--- src/rtl/pgwalk_pkg.sv ---
package pgwalk_pkg;

  typedef enum logic [1:0] {
    ST_IDLE     = 2'd0,
    ST_FETCH_L1 = 2'd1,
    ST_FETCH_L2 = 2'd2,
    ST_DONE     = 2'd3
  } walkState_t;

  localparam logic [1:0] CAUSE_NONE  = 2'd0;
  localparam logic [1:0] CAUSE_L1    = 2'd1;
  localparam logic [1:0] CAUSE_L2    = 2'd2;
  localparam logic [1:0] CAUSE_LARGE = 2'd3;

  localparam logic [1:0] L1_FAULT   = 2'b00;
  localparam logic [1:0] L1_TABLE   = 2'b01;
  localparam logic [1:0] L1_SECTION = 2'b10;

  localparam logic [1:0] L2_FAULT   = 2'b00;
  localparam logic [1:0] L2_LARGE   = 2'b01;

  typedef struct packed {
    logic       capVa;
    logic       capL1;
    logic       finSection;
    logic       finPage;
    logic       finFault;
    logic [1:0] cause;
    logic       selL2;
  } walkCtl_t;

endpackage

--- src/rtl/pgwalk_ctrl.sv ---
module pgwalk_ctrl
  import pgwalk_pkg::*;
(
  input  logic       clk,
  input  logic       rstN,
  input  logic       reqValid,
  input  logic       memValid,
  input  logic [1:0] memType,
  input  logic       rspAck,
  output logic       reqReady,
  output logic       memReq,
  output logic       rspValid,
  output walkCtl_t   ctl
);

  walkState_t stateQ, stateD;

  always_ff @(posedge clk or negedge rstN) begin
    if (!rstN) stateQ <= ST_IDLE;
    else       stateQ <= stateD;
  end

  always_comb begin
    stateD         = stateQ;
    ctl            = '0;
    ctl.selL2      = (stateQ == ST_FETCH_L2);
    unique case (stateQ)
      ST_IDLE: begin
        if (reqValid) begin
          ctl.capVa = 1'b1;
          stateD    = ST_FETCH_L1;
        end
      end
      ST_FETCH_L1: begin
        if (memValid) begin
          if (memType == L1_SECTION) begin
            ctl.finSection = 1'b1;
            stateD         = ST_DONE;
          end else if (memType == L1_TABLE) begin
            ctl.capL1 = 1'b1;
            stateD    = ST_FETCH_L2;
          end else begin
            ctl.finFault = 1'b1;
            ctl.cause    = CAUSE_L1;
            stateD       = ST_DONE;
          end
        end
      end
      ST_FETCH_L2: begin
        if (memValid) begin
          stateD = ST_DONE;
          if (memType == L2_FAULT) begin
            ctl.finFault = 1'b1;
            ctl.cause    = CAUSE_L2;
          end else if (memType == L2_LARGE) begin
            ctl.finFault = 1'b1;
            ctl.cause    = CAUSE_LARGE;
          end else begin
            ctl.finPage = 1'b1;
          end
        end
      end
      ST_DONE: begin
        if (rspAck) stateD = ST_IDLE;
      end
      default: stateD = ST_IDLE;
    endcase
  end

  assign reqReady = (stateQ == ST_IDLE);
  assign memReq   = (stateQ == ST_FETCH_L1) || (stateQ == ST_FETCH_L2);
  assign rspValid = (stateQ == ST_DONE);

  // a second-level fetch is only ever entered from a first-level fetch
  assert_l2_after_l1_R4: assert property (@(posedge clk) disable iff (!rstN)
    (stateQ == ST_FETCH_L2 && $past(stateQ) != ST_FETCH_L2) |-> $past(stateQ) == ST_FETCH_L1);

  // a first-level fault never leads to a second fetch
  assert_l1_fault_ends_R6: assert property (@(posedge clk) disable iff (!rstN)
    (stateQ == ST_FETCH_L1 && memValid && memType[0] == memType[1]) |=> stateQ == ST_DONE);

endmodule

--- src/rtl/pgwalk_dp.sv ---
module pgwalk_dp
  import pgwalk_pkg::*;
#(
  parameter int VA_W     = 32,
  parameter int L1_IDX_W = 12,
  parameter int L2_IDX_W = 8,
  parameter int PAGE_W   = 12,
  parameter int XN_BIT   = 4,
  parameter int SEC_ACC_LO  = 10,
  parameter int PAGE_ACC_LO = 4
) (
  input  logic            clk,
  input  logic            rstN,
  input  walkCtl_t        ctl,
  input  logic [VA_W-1:0] tblBase,
  input  logic [VA_W-1:0] reqAddr,
  input  logic [VA_W-1:0] memData,
  output logic [VA_W-1:0] memAddr,
  output logic [VA_W-1:0] physOut,
  output logic            xnOut,
  output logic [1:0]      accOut,
  output logic [1:0]      causeOut
);

  localparam int SEC_OFF_W  = L2_IDX_W + PAGE_W;
  localparam int TTB_KEEP   = VA_W - L1_IDX_W - 2;
  localparam int L2B_KEEP   = VA_W - L2_IDX_W - 2;
  localparam int FRAME_W    = VA_W - PAGE_W;

  logic [VA_W-1:0] vaQ;
  logic [VA_W-1:0] l1DescQ;
  logic [VA_W-1:0] physQ;
  logic            xnQ;
  logic [1:0]      accQ;
  logic [1:0]      causeQ;

  logic [VA_W-1:0] l1Addr;
  logic [VA_W-1:0] l2Addr;

  assign l1Addr  = {tblBase[VA_W-1 -: TTB_KEEP], vaQ[VA_W-1 -: L1_IDX_W], 2'b00};
  assign l2Addr  = {l1DescQ[VA_W-1 -: L2B_KEEP], vaQ[PAGE_W +: L2_IDX_W], 2'b00};
  assign memAddr = ctl.selL2 ? l2Addr : l1Addr;

  always_ff @(posedge clk or negedge rstN) begin
    if (!rstN) begin
      vaQ     <= '0;
      l1DescQ <= '0;
    end else begin
      if (ctl.capVa) vaQ     <= reqAddr;
      if (ctl.capL1) l1DescQ <= memData;
    end
  end

  always_ff @(posedge clk or negedge rstN) begin
    if (!rstN) begin
      physQ  <= '0;
      xnQ    <= 1'b0;
      accQ   <= '0;
      causeQ <= CAUSE_NONE;
    end else if (ctl.finSection) begin
      physQ  <= {memData[VA_W-1 -: L1_IDX_W], vaQ[SEC_OFF_W-1:0]};
      xnQ    <= memData[XN_BIT];
      accQ   <= memData[SEC_ACC_LO +: 2];
      causeQ <= CAUSE_NONE;
    end else if (ctl.finPage) begin
      physQ  <= {memData[VA_W-1 -: FRAME_W], vaQ[PAGE_W-1:0]};
      xnQ    <= memData[0];
      accQ   <= memData[PAGE_ACC_LO +: 2];
      causeQ <= CAUSE_NONE;
    end else if (ctl.finFault) begin
      physQ  <= '0;
      xnQ    <= 1'b0;
      accQ   <= '0;
      causeQ <= ctl.cause;
    end
  end

  assign physOut  = physQ;
  assign xnOut    = xnQ;
  assign accOut   = accQ;
  assign causeOut = causeQ;

  // the page offset of a small-page result comes from the captured address
  assert_page_offset_R5: assert property (@(posedge clk) disable iff (!rstN)
    ctl.finPage |=> physQ[PAGE_W-1:0] == $past(vaQ[PAGE_W-1:0]));

  // the section offset is carried through unchanged
  assert_section_offset_R3: assert property (@(posedge clk) disable iff (!rstN)
    ctl.finSection |=> physQ[SEC_OFF_W-1:0] == $past(vaQ[SEC_OFF_W-1:0]));

endmodule

--- src/rtl/pgwalk_top.sv ---
module pgwalk_top
  import pgwalk_pkg::*;
#(
  parameter int VA_W     = 32,
  parameter int L1_IDX_W = 12,
  parameter int L2_IDX_W = 8,
  parameter int PAGE_W   = 12
) (
  input  logic            clk,
  input  logic            rstN,
  input  logic [VA_W-1:0] tblBase,
  input  logic            reqValid,
  input  logic [VA_W-1:0] reqAddr,
  output logic            reqReady,
  output logic            memReq,
  output logic [VA_W-1:0] memAddr,
  input  logic            memValid,
  input  logic [VA_W-1:0] memData,
  output logic            rspValid,
  output logic [VA_W-1:0] rspPhys,
  output logic            rspXn,
  output logic [1:0]      rspAccess,
  output logic [1:0]      rspFault,
  input  logic            rspAck
);

  walkCtl_t ctl;

  pgwalk_ctrl ctrl_i (
    .clk      (clk),
    .rstN     (rstN),
    .reqValid (reqValid),
    .memValid (memValid),
    .memType  (memData[1:0]),
    .rspAck   (rspAck),
    .reqReady (reqReady),
    .memReq   (memReq),
    .rspValid (rspValid),
    .ctl      (ctl)
  );

  pgwalk_dp #(
    .VA_W     (VA_W),
    .L1_IDX_W (L1_IDX_W),
    .L2_IDX_W (L2_IDX_W),
    .PAGE_W   (PAGE_W)
  ) dp_i (
    .clk      (clk),
    .rstN     (rstN),
    .ctl      (ctl),
    .tblBase  (tblBase),
    .reqAddr  (reqAddr),
    .memData  (memData),
    .memAddr  (memAddr),
    .physOut  (rspPhys),
    .xnOut    (rspXn),
    .accOut   (rspAccess),
    .causeOut (rspFault)
  );

  // result held until acknowledged
  assert_hold_R10: assert property (@(posedge clk) disable iff (!rstN)
    (rspValid && !rspAck) |=> (rspValid && $stable(rspPhys) && $stable(rspFault)
                               && $stable(rspXn) && $stable(rspAccess)));

  // never idle and presenting a result at once
  assert_busy_R10: assert property (@(posedge clk) disable iff (!rstN)
    !(reqReady && rspValid));

  // faulted results carry no translation
  assert_fault_clear_R9: assert property (@(posedge clk) disable iff (!rstN)
    (rspValid && rspFault != CAUSE_NONE) |-> (rspPhys == '0 && !rspXn && rspAccess == 2'b00));

  // descriptor reads are word aligned
  assert_word_align_R2: assert property (@(posedge clk) disable iff (!rstN)
    memReq |-> memAddr[1:0] == 2'b00);

  // an accepted request starts a fetch on the next cycle
  assert_accept_fetch_R2: assert property (@(posedge clk) disable iff (!rstN)
    (reqReady && reqValid) |=> (memReq && !reqReady));

endmodule

--- config.mk ---
export PLATFORM = sky130hd
export DESIGN_NAME = pgwalk_top
export DESIGN_NICKNAME = d
export VERILOG_FILES = /design/src/rtl/pgwalk_pkg.sv /design/src/rtl/pgwalk_ctrl.sv /design/src/rtl/pgwalk_dp.sv /design/src/rtl/pgwalk_top.sv
export SDC_FILE = /design/constraint.sdc
export NUM_CORES = 1
export LEC_CHECK = 0
export ABC_CLOCK_PERIOD_IN_PS = 2100
export BUFFER_PORTS_ARGS = -buffer_cell sky130_fd_sc_hd__buf_4
export CORE_ASPECT_RATIO = 0.5
export CORE_MARGIN = 4
export CORE_UTILIZATION = 49
export DETAILED_ROUTE_END_ITERATION = 8
export PLACE_DENSITY = 0.9
export SYNTH_ARGS = -nofsm -noshare
export SYNTH_HDL_FRONTEND = slang
export SYNTH_SLANG_ARGS = --single-unit
export TNS_END_PERCENT = 50
--- constraint.sdc ---
create_clock -name clk -period 2.1 [get_ports clk]
set_input_delay 0.42 -clock clk [delete_from_list [all_inputs] [get_ports clk]]
set_output_delay 0.42 -clock clk [all_outputs]
set_load 0.03 [all_outputs]
# ---- Word level (Yosys, flattened, before mapping)
# Cells that the tools add are included.
# W data, S select, Z words.
dict set report totals {
  out_inout_bits 72
  elab_cells 58
  input_bits 101
  reg_bits 103
}
dict set report op_classes {
  n_reduce_logical 5
  n_mux 37
  n_eq_ne 9
}
# cell count
set ops {}
lappend ops {{$mux W32} 4}
lappend ops {{$mux W2} 12}
lappend ops {{$mux W3} 5}
lappend ops {{$mux W1} 13}
lappend ops {{$pmux W2 S4} 1}
lappend ops {{$eq A2 B2 Y1 const B} 3}
lappend ops {{$ne A2 B2 Y1 const B} 3}
lappend ops {{$pmux W3 S2} 1}
lappend ops {{$eq A2 B1 Y1 const B} 2}
lappend ops {{$logic_not A2 Y1} 2}
lappend ops {{$mux W4} 1}
lappend ops {{$reduce_and A4 Y1} 1}
lappend ops {{$reduce_bool A3 Y1} 1}
lappend ops {{$ne A2 B1 Y1 const B} 1}
lappend ops {{$logic_or A1 B1 Y1} 1}

# ---- Depth between registers and ports, before layout
dict set report depth {
  word_depth 8
  mapped_depth 8
  ltp_nobuf 5
}

# ---- Cells and area by module
# Synthesis repeated with hierarchy kept, for this count alone.
dict set report hier_totals {
  hier_cells 359
  area_unflattened_um2 4393.0
}
# module area_per_inst_um2 n_inst cells_each
set modules_own_cells {}
lappend modules_own_cells {pgwalk_dp 4077.7 1 325}
lappend modules_own_cells {pgwalk_ctrl 315.3 1 34}

# ---- Worst setup path after synthesis
# No wires, ideal clock.
dict set report synth_path {
  kind {register to output}
  from {register ctrl_i.stateQ[0]}
  to {output port memAddr[18]}
  t_required_ns 1.680
  n_path_buf 2
  path_stages_with_launch 6
  setup_slack_ns 0.117
  t_arrival_ns 1.563
  path_cell_list {dfrtp_1 -> inv_1 -> ha_1 -> buf_4 -> clkbuf_1 -> mux2_2}
}
dict set report synth_via {
  elab_chain_cells 2
}
# item line
set synth_lines {}
lappend synth_lines {{from (decl)} pgwalk_ctrl.sv:16} ;# walkState_t stateQ, stateD;
lappend synth_lines {{from (signal assigned)} pgwalk_ctrl.sv:20} ;# else stateQ <= stateD;
lappend synth_lines {{$eq A2 B2 Y1} pgwalk_ctrl.sv:26} ;# ctl.selL2 = (stateQ == ST_FETCH_L2);
lappend synth_lines {{$mux W32} pgwalk_dp.sv:42} ;# assign memAddr = ctl.selL2 ? l2Addr : l1Addr;
lappend synth_lines {{to (decl)} pgwalk_top.sv:16} ;# output logic [VA_W-1:0] memAddr,
# No other way between the ends.

# ---- Worst setup path in the final report
dict set report layout_path {
  from {register ctrl_i.stateQ[0]}
  to {output port memAddr[12]}
}
# The elaborated chain is that of the path after synthesis.

==> flow_summary.toml <==
[outcome]
status = "complete, no violations"

[grt]
grt_pass1_vias = 3504
grt_max_degree = 44
grt-ovfl-total = 0
grt_pass1_wl_um = 18000
track_usage_pct = 21.6
grt_antenna_before_repair = 0

[finish]
num-nets-final = 591
final-instance-count-excl-fill = 603
finish.utilization_pct = 73.5
area_growth_pct = 44.2
diodes = 0
drive_above_1_share_pct = 63.4

[routing]
wl_per_cell_um = 19.3
wl_um = 11600
vias = 3225
vias_per_cell = 5.35
route.detailed.drc = 0
drt-pass1-iter-count = 4
ant_nets = 0
drtIter0Drc = 124

[clock_network]
cts_buffers = 9
numClockSinks = 93
ctsLongestPathBuffers = 2
clkLatencyLatePin_ns = 0.34
clock-root-buffer = "clkbuf_16"
cts_tree = "done"
htree_levels = 3
path_clk_slew_ns = 0.06
cts_hold_buf = 0

[synthesis]
syn-instance-count = 320
yosysSeqAreaShare_pct = 51.7
synth-seq-cells = 93
yosysWarnings = 0
synth_area_sq_um = 4500
yosysUniqueCellTypes = 29
avgSynthCellArea_sq_um = 14.1

[critical_path]
critical_path_class = "flip-flop to output pin"
critPathLaunchType = "flip-flop"
worst-endpoint-required_ns = 1.68
crit_arrival_ns = 1.67
critPathMaxFanout = 9
endpoint_kind = "output pin"
ff2ff_setup_slack_ns = 0.09

[sta]
hold_ws_ns = 0.0273
fin_crit_ns = 2.09
grt_setup_unrepaired = "true"
finalSetupTns_ns = 0
slew_viol_final = 0
setup_violations = 0
max_slew_margin_pct = 43.1
final-hold-violation-count = 0
tightestPinTransition_ns = 0.853
timing.final.crit_share_pct = 99.5
fin_skew_ns = 0.00597
fmax_mhz = 478

[place]
dp_hpwl_um = 7970
place.port_buffers = 150
globalplace.congestion = 0.819
dp_cells = 580

[job]
maxCapViolations = 0

[min_path]
min_path_type = "input pin to async pin"

[pwr]
leakage_nw = 3.33
power.density_nw_per_um2 = 1660
ir_worst_vdd_mv = 0.838

[die]
die_w_um = 144
initial_utilization_pct = 51.0
num_io_pins = 173
dieArea_sq_um = 10900
die_y_um = 75.8
core_sq_um = 8830
num_rows = 24
[routing by layer]
layer  track usage (%)  part of all wire [%]  routed length (um)
met5                 0                     0                   0
met1              25.7                    40                4670
met2              39.5                    53                6120
met3              5.39                   5.3                 617
met4              7.10                   1.8                 209
[synthesized netlist by cell type]
| library cell | number | area (sq um) |
|---|---|---|
| o21bai_1 | 1 | 7.51 |
| ha_1 | 9 | 113 |
| o31a_1 | 1 | 8.76 |
| mux2_2 | 89 | 1000 |
| buf_2 | 10 | 50.1 |
| nand3_2 | 1 | 10.0 |
| a41oi_1 | 1 | 8.76 |
| mux2_4 | 20 | 300 |
| nand4_1 | 2 | 12.5 |
| a31oi_1 | 2 | 12.5 |
| inv_1 | 5 | 18.8 |
| o21ai_0 | 1 | 5.00 |
| nand2b_1 | 3 | 18.8 |
| nand4b_2 | 1 | 15.0 |
| clkbuf_1 | 3 | 11.3 |
| buf_4 | 6 | 45.0 |
| dfrtp_1 | 93 | 2330 |
| mux2i_1 | 22 | 220 |
| nand2_2 | 1 | 6.26 |
| buf_6 | 3 | 33.8 |
| and3_1 | 25 | 156 |
| nand2_1 | 2 | 7.51 |
| nand3_1 | 13 | 65.1 |
| a21oi_1 | 1 | 5.00 |
| buf_1 | 1 | 3.75 |
| or2_2 | 1 | 6.26 |
| o2111ai_2 | 1 | 15.0 |
| o31ai_2 | 1 | 12.5 |
| conb_1 | 1 | 3.75 |
[worst paths after layout]
| kind | startpoint | endpoint | cells after the start |
|---|---|---|---|
| min reg2reg | dp_i.vaQ[7] | dp_i.physOut[7] | 1 |
| min | rstN | dp_i.vaQ[5] | 1 |
| max reg2reg | ctrl_i.stateQ[0] | dp_i.physOut[17] | 6 |
| max in group asynchronous | rstN | ctrl_i.stateQ[1] | 2 |
| max | ctrl_i.stateQ[0] | memAddr[12] | 5 |
| min in group clk | reqAddr[24] | dp_i.vaQ[24] | 2 |
[through the flow]
stage	power, mW	worst slack (ns)	cell area [sq um]
2_1_floorplan	6.47	0.117	4510
3_3_place_gp	8.11	0.0997	5830
3_5_place_dp	8.29	0.0528	5830
4_1_cts	10.7	-0.0646	6460
5_1_grt	11.3	-0.0381	6490
6_report	10.8	0.00986	6490
[placed cells by master (no fill, tap or decap), types with 2 or more instances in the layout]
cell and instances:
buf_4 134, buf_6 30, nand3_1 13, bufinv_16 2
mux2i_1 22, a31oi_1 2, inv_1 4, clkbuf_8 2
clkbuf_16 9, ha_4 2, nand2_1 2, dfrtp_1 92
buf_12 7, nand4_1 2, mux2_2 59, mux2_4 50
ha_1 7, nand2b_1 3, clkinv_4 2, and3_1 25
conb_1 2
[registers in the layout, indices dropped and copies added, names as in the netlist]
signal         count
dp_i.physOut      32
dp_i.causeOut      2
dp_i.xnOut         1
ctrl_i.stateQ      2
dp_i.accOut        2
dp_i.vaQ          32
dp_i.l1DescQ      22
[critical path, cell delays in order (launching register included)]
cell and delay (ns):
dfrtp_1 0.39, inv_2 0.09, ha_4 0.22, buf_12 0.17, mux2_4 0.31, buf_6 0.14
[power by group]
part	internal, mW	switching (mW)
sequential	2.65	0.523
clock	1.11	0.677
combinational	3.00	2.83
[area by class of cell]
class,count,area [sq um]
Clock buffer,11,253
Clock inverter,5,82.6
Fill cell,527,2340
Inverter,5,18.8
Multi-Input combinational cell,200,2160
Sequential cell,93,2330
Tap cell,117,146
Timing Repair Buffer,172,1500
[logic make-up after synthesis]
| family | share of synthesized area [%] |
|---|---|
| other | 0.0833 |
| buffers and inverters | 3.61 |
| and+or+nand+nor | 6.61 |
| AOI/OAI and AO/OA | 1.67 |
| muxes | 33.8 |
| adders and majority gates | 2.50 |
| DFF | 51.7 |
[timing repair]
action | 4_1_cts | 5_1_grt
buffers inserted | 5 | 3
resized for setup | 59 | 8
pin swaps | 1 | 1
cloned | 1 | 0
endpoints found under the setup margin | 30 | 30
hold endpoints to repair | 0 | 0
Power figures use the tool's default switching activity.
